## src/rtl/sar_seq_pkg.sv

```systemverilog
package sar_seq_pkg;

   typedef enum logic [1:0] {
      SEQ_IDLE = 2'd0,
      SEQ_CONV = 2'd1,
      SEQ_DONE = 2'd2
   } seq_state_t;

   function automatic int unsigned width_for(input int unsigned count);
      return (count > 1) ? $clog2(count) : 1;
   endfunction

endpackage

```

## src/rtl/sar_start_sync.sv

```systemverilog
module sar_start_sync #(
   parameter int STAGES = 2
) (
   input  logic clk,
   input  logic rst,
   input  logic req_n,
   output logic fall_o
);

   logic [STAGES-1:0] chain_q;
   logic              last_q;

   generate
      for (genvar i = 0; i < STAGES; i++) begin : g_stage
         if (i == 0) begin : g_first
            always_ff @(posedge clk) begin
               if (rst) chain_q[0] <= 1'b1;
               else     chain_q[0] <= req_n;
            end
         end else begin : g_next
            always_ff @(posedge clk) begin
               if (rst) chain_q[i] <= 1'b1;
               else     chain_q[i] <= chain_q[i-1];
            end
         end
      end
   endgenerate

   always_ff @(posedge clk) begin
      if (rst) last_q <= 1'b1;
      else     last_q <= chain_q[STAGES-1];
   end

   assign fall_o = last_q & ~chain_q[STAGES-1];

endmodule

```

## src/rtl/sar_interval_timer.sv

```systemverilog
module sar_interval_timer
   import sar_seq_pkg::*;
#(
   parameter int CONV_CYC  = 145,
   parameter int SPACE_CYC = 400
) (
   input  logic clk,
   input  logic rst,
   input  logic load_i,
   output logic conv_last_o,
   output logic gap_ok_o
);

   localparam int CNT_W = width_for(CONV_CYC);
   localparam int SP_W  = width_for(SPACE_CYC);
   // spacing is already implied by the state sequence when it is this short
   localparam bit NEED_GAP = (SPACE_CYC > CONV_CYC + 2);

   logic [CNT_W-1:0] cnt_q;
   logic             run_q;

   always_ff @(posedge clk) begin
      if (rst) begin
         run_q <= 1'b0;
         cnt_q <= '0;
      end else if (load_i) begin
         run_q <= 1'b1;
         cnt_q <= CNT_W'(CONV_CYC - 1);
      end else if (run_q) begin
         if (cnt_q == '0) run_q <= 1'b0;
         else             cnt_q <= cnt_q - 1'b1;
      end
   end

   assign conv_last_o = run_q && (cnt_q == '0);

   generate
      if (NEED_GAP) begin : g_gap_counter
         logic [SP_W-1:0] gap_q;
         always_ff @(posedge clk) begin
            if (rst)               gap_q <= '0;
            else if (load_i)       gap_q <= SP_W'(SPACE_CYC - 1);
            else if (gap_q != '0)  gap_q <= gap_q - 1'b1;
         end
         assign gap_ok_o = (gap_q == '0);
      end else begin : g_gap_implied
         assign gap_ok_o = 1'b1;
      end
   endgenerate

endmodule

```

## src/rtl/sar_result_reg.sv

```systemverilog
module sar_result_reg #(
   parameter int DATA_W = 16
) (
   input  logic              clk,
   input  logic              rst,
   input  logic              cap_i,
   input  logic              bin_sel,
   input  logic [DATA_W-1:0] word_i,
   output logic [DATA_W-1:0] result_o
);

   localparam int TOP = DATA_W - 1;

   logic [DATA_W-1:0] coded;

   always_comb begin
      coded = word_i;
      if (!bin_sel) coded[TOP] = ~word_i[TOP];
   end

   always_ff @(posedge clk) begin
      if (rst)        result_o <= '0;
      else if (cap_i) result_o <= coded;
   end

endmodule

```

## src/rtl/sar_conv_seq.sv

```systemverilog
module sar_conv_seq
   import sar_seq_pkg::*;
#(
   parameter int DATA_W      = 16,
   parameter int CONV_CYC    = 145,
   parameter int SPACE_CYC   = 400,
   parameter int SYNC_STAGES = 2
) (
   input  logic              clk,
   input  logic              rst,
   input  logic              cnv_n,
   input  logic              pwr_dn,
   input  logic              bin_sel,
   input  logic [DATA_W-1:0] cmp_word,
   output logic              busy,
   output logic [DATA_W-1:0] result
);

   generate
      if (DATA_W < 2) begin : g_bad_width
         $error("sar_conv_seq: DATA_W must be at least 2");
      end
      if (CONV_CYC < 1) begin : g_bad_conv
         $error("sar_conv_seq: CONV_CYC must be at least 1");
      end
      if (SPACE_CYC < 1) begin : g_bad_space
         $error("sar_conv_seq: SPACE_CYC must be at least 1");
      end
      if (SYNC_STAGES < 2) begin : g_bad_sync
         $error("sar_conv_seq: SYNC_STAGES must be at least 2");
      end
   endgenerate

   seq_state_t state_q;
   logic       busy_q;
   logic       start_fall;
   logic       gap_ok;
   logic       conv_last;
   logic       start_ok;
   logic       cap_en;

   sar_start_sync #(.STAGES(SYNC_STAGES)) u_sync (
      .clk    (clk),
      .rst    (rst),
      .req_n  (cnv_n),
      .fall_o (start_fall)
   );

   sar_interval_timer #(.CONV_CYC(CONV_CYC), .SPACE_CYC(SPACE_CYC)) u_timer (
      .clk         (clk),
      .rst         (rst),
      .load_i      (start_ok),
      .conv_last_o (conv_last),
      .gap_ok_o    (gap_ok)
   );

   sar_result_reg #(.DATA_W(DATA_W)) u_result (
      .clk      (clk),
      .rst      (rst),
      .cap_i    (cap_en),
      .bin_sel  (bin_sel),
      .word_i   (cmp_word),
      .result_o (result)
   );

   always_comb begin
      start_ok = (state_q == SEQ_IDLE) && start_fall && gap_ok && !pwr_dn;
      cap_en   = (state_q == SEQ_CONV) && conv_last;
   end

   always_ff @(posedge clk) begin
      if (rst) begin
         state_q <= SEQ_IDLE;
         busy_q  <= 1'b0;
      end else begin
         unique case (state_q)
            SEQ_IDLE: begin
               if (start_ok) begin
                  state_q <= SEQ_CONV;
                  busy_q  <= 1'b1;
               end
            end
            SEQ_CONV: begin
               if (conv_last) state_q <= SEQ_DONE;
            end
            SEQ_DONE: begin
               busy_q  <= 1'b0;
               state_q <= SEQ_IDLE;
            end
            default: begin
               state_q <= SEQ_IDLE;
               busy_q  <= 1'b0;
            end
         endcase
      end
   end

   assign busy = busy_q;

endmodule

```

## config.mk

```make
export PLATFORM = sky130hd
export DESIGN_NAME = sar_conv_seq
export DESIGN_NICKNAME = d
export VERILOG_FILES = /design/src/rtl/sar_seq_pkg.sv /design/src/rtl/sar_start_sync.sv /design/src/rtl/sar_interval_timer.sv /design/src/rtl/sar_result_reg.sv /design/src/rtl/sar_conv_seq.sv
export SDC_FILE = /design/constraint.sdc
export NUM_CORES = 1
export LEC_CHECK = 0
export BUFFER_PORTS_ARGS = -buffer_cell sky130_fd_sc_hd__buf_2
export CAP_MARGIN = 40
export CORE_MARGIN = 3
export CORE_UTILIZATION = 30
export CTS_BUF_LIST = sky130_fd_sc_hd__clkbuf_4 sky130_fd_sc_hd__clkbuf_8
export DETAILED_ROUTE_END_ITERATION = 16
export GPL_TIMING_DRIVEN = 0
export PLACE_DENSITY = 0.54
export SYNTH_ARGS = -nofsm -noshare
export SYNTH_HDL_FRONTEND = slang
export SYNTH_SLANG_ARGS = --single-unit
```

## constraint.sdc

```tcl
create_clock -name clk -period 3.5 [get_ports clk]
set_input_delay 0.35 -clock clk [delete_from_list [all_inputs] [get_ports clk]]
set_output_delay 0.35 -clock clk [all_outputs]
set_load 0.02 [all_outputs]
```

==> implementation parameters <==
Parameter                              Value

Outcome
  Result of the run    finished, final reports clean

Worst setup path
  Startpoint types    flip-flop
  Top cell family by delay on the critical path    simple AND/OR/NAND/NOR gates
  Sort of element at the end of the critical path    flip-flop
  Stage delay of the slowest cell on the critical path    roughly 500 ps
  Number of buffer and inverter instances along the worst setup path    2
  Critical Path AT    about 2300 ps
  Critical path's slowest cell    sky130_fd_sc_hd__nor3b_2
  WP data required    about 3700 ps
  Largest fanout on the critical path    10
  List of cells traversed by the critical path    inv_1 > ha_1 > nor3b_2 > nand4_1 > clkbuf_1 > nand2_1 > a21oi_1
  Category of the most critical setup path    flip-flop to flip-flop

Die
  Overall die width    ~81 microns
  Core ar.    between 5000 and 6000 sq um
  Height of the die    80.5 microns
  Ports    38
  Placement row count    26
  Die area    around 6500 sq um
  Initial Util    a little under a third

Clocking
  Clock-pin slew on the worst setup and hold paths    80 ps
  CTS H-tree lvls    2
  Buffers inserted by post-CTS timing repair    0
  Post-CTS Hold Fix Bufs    0
  CTS Sinks    40
  CTS Buf Count    5
  CTS Buffer Depth    2
  Number of resized instances in the post-cts repair step    0
  Clock tree from TritonCTS    done
  Buffer cell driving the clock tree root    sky130_fd_sc_hd__clkbuf_8
  Worst-Skew Late Latency    roughly 290 ps

Placement
  Hpwl dp    around 2.6 mm
  Number of port buffers    37
  Final estimated routing congestion in global placement    approximately 0.78
  Setup Slack @ Placement    roughly 1300 ps

STA
  Worst slew margin relative to its limit    about 61%
  Maximum achievable frequency    around 460 MHz
  Transition time of the tightest slew-check pin    between 500 and 600 ps
  Post-Route Setup TNS    0 ps
  Final min period    2160 ps
  Final Skew    approximately 7.1 ps
  Final hold slack    240 ps
  RSZ-0062 raised after global routing    false
  Final Cycle Share    about three fifths
  Finish-stage setup viols    0
  Post-route worst setup slack    about 1300 ps
  Final slew viol count    0
  Total count of hold-check failures in the final report    0

Synthesis
  Average cell area after synthesis    slightly below 9 sq um
  Async set-reset flop share out of synthesis    0%
  Number of synthesized register bits    40
  Number of cells produced by synthesis    192
  Sequential element share of the synthesized area    just under 50%
  Synthesized netlist net count    about 220
  Synth unique cells    40
  EDFF count, synth    0
  Post-synthesis instance area    1670 sq um
  Post-synth top flop    sky130_fd_sc_hd__dfxtp_1
  Warning count from the yosys run    0

GRT
  Overall Global Routing Usage    around 12%
  Maximum number of pins on one net before global-route repair    12
  Number of global-route vias before repair    1,323
  Sum of overflow across all layers after global routing    0
  Global-route wire length before repair    slightly above 6 mm
  Antenna violations before repair    0

Detailed routing
  Post-route antenna net violation count    0
  Ratio of routed vias to standard cells    ~4.8
  Average wire length per cell after detail routing    between 10 and 15 microns
  Length of the first detailed-routing pass in iterations    4
  Number of DRC violations after detailed routing    0
  Total routed wirelength    about 3.7 mm
  Total number of vias    between 1,000 and 1,500
  Initial DRC Count    43

Power and ir drop
  Power density of the placed cells    roughly 530 nW/um^2
  Worst vdd ir    around 0.33 mV
  Leakage Power    between 0.7 and 0.8 nW

Final layout
  Number of inserted diodes    0
  Layout filler cell count    559
  Number of nets in the layout    260
  Leading cell types in the layout, fill and taps excluded    40 x sky130_fd_sc_hd__nand2_1, 40 x sky130_fd_sc_hd__dfxtp_1, 39 x sky130_fd_sc_hd__buf_2
  Area added between synthesis and finish    21.3%
  Fraction of layout instances using a drive strength above 1    around 23%

Hold path
  Worst min-delay path class    input port to flip-flop

Flow run
  Max-capacitance violation count    0
## area by class of cell
| type | instances | area (sq um) | share of cell area, % |
|---|---|---|---|
| buffer | 8 | 36.3 | 1.80 |
| clock buffer | 6 | 76.3 | 3.78 |
| clock inverter | 1 | 5.00 | 0.248 |
| inverter | 4 | 15.0 | 0.743 |
| multi-input combinational | 140 | 813 | 40.3 |
| sequential | 40 | 801 | 39.7 |
| tap | 70 | 87.6 | 4.34 |
| timing repair buffer | 37 | 185 | 9.17 |
## cells by family after synthesis
| family | synth area share (%) |
|---|---|
| AO/OA/AOI/OAI | 14.9 |
| XOR/XNOR | 1.58 |
| adder cells (fa/ha/maj) | 2.25 |
| buffers and inverters | 3.08 |
| flip-flops | 48.1 |
| multiplexers | 1.88 |
| AND/OR/NAND/NOR | 28.2 |
## state kept, by name, summed over array words and instances, names as in the netlist
register,flops
u_timer.run_q,1
u_sync.last_q,1
busy,1
u_timer.cnt_q,8
u_result.result_o,16
u_sync.chain_q,2
state_q,2
u_timer.g_gap_counter.gap_q,9
## Yosys cell counts, drive strengths merged, types with 4 or more instances
library cell / n / area, sq um
or3: 4 / 25.0
nor2: 14 / 52.6
dfxtp: 40 / 801
a21oi: 30 / 150
nor3: 5 / 25.0
clkbuf: 5 / 18.8
inv: 4 / 15.0
a211oi: 6 / 45.0
nand2: 40 / 150
## layer usage
metal  vias to the layer above  GRT usage [%]  routed length [microns]
li1                        765              -                        -
met1                       671           16.6                     1830
met5                         -              0                        0
met2                        24           18.3                     1610
met3                         7           3.59                      156
met4                         0           5.07                       59
## where the power goes
| group | internal, mW | switching (mW) | total [mW] |
|---|---|---|---|
| combinational | 0.121 | 0.129 | 0.250 |
| sequential | 0.491 | 0.0349 | 0.526 |
| clock | 0.143 | 0.155 | 0.298 |
| total | 0.755 | 0.319 | 1.07 |
## worst register-to-register path: cells and delay by family, from the launching register on
kind | cells | cell delay, ps
simple gates | 3 | 1040
fa+ha+maj | 1 | 160
flops | 1 | 350
compound gates | 1 | 60
buf+inv | 2 | 420
## path summary, 6_finish.rpt
path	slack, ps	endpoint	from	cells after the start
setup reg to reg	1340	u_result.result_o[5]	u_timer.cnt_q[0]	7
hold / removal	240	u_sync.chain_q[0]	cnv_n	2
hold reg to reg	410	u_sync.chain_q[1]	u_sync.chain_q[0]	1
setup / recovery	1340	u_result.result_o[5]	u_timer.cnt_q[0]	7
## per-stage QoR
step | power, mW | instances | instance area [sq um] | utilization, %
final | 1.07 | 306 | 2020 | 38.6
after global routing | 1.14 | 306 | 2020 | 38.6
after CTS | 1.09 | 306 | 2020 | 38.6
after detailed placement | 0.788 | 299 | 1940 | 37.0
after global placement | 0.785 | 299 | 1940 | 37.0
after floorplan | 0.731 | 192 | 1670 | -
Note: power is estimated with default switching activity, not from simulation.
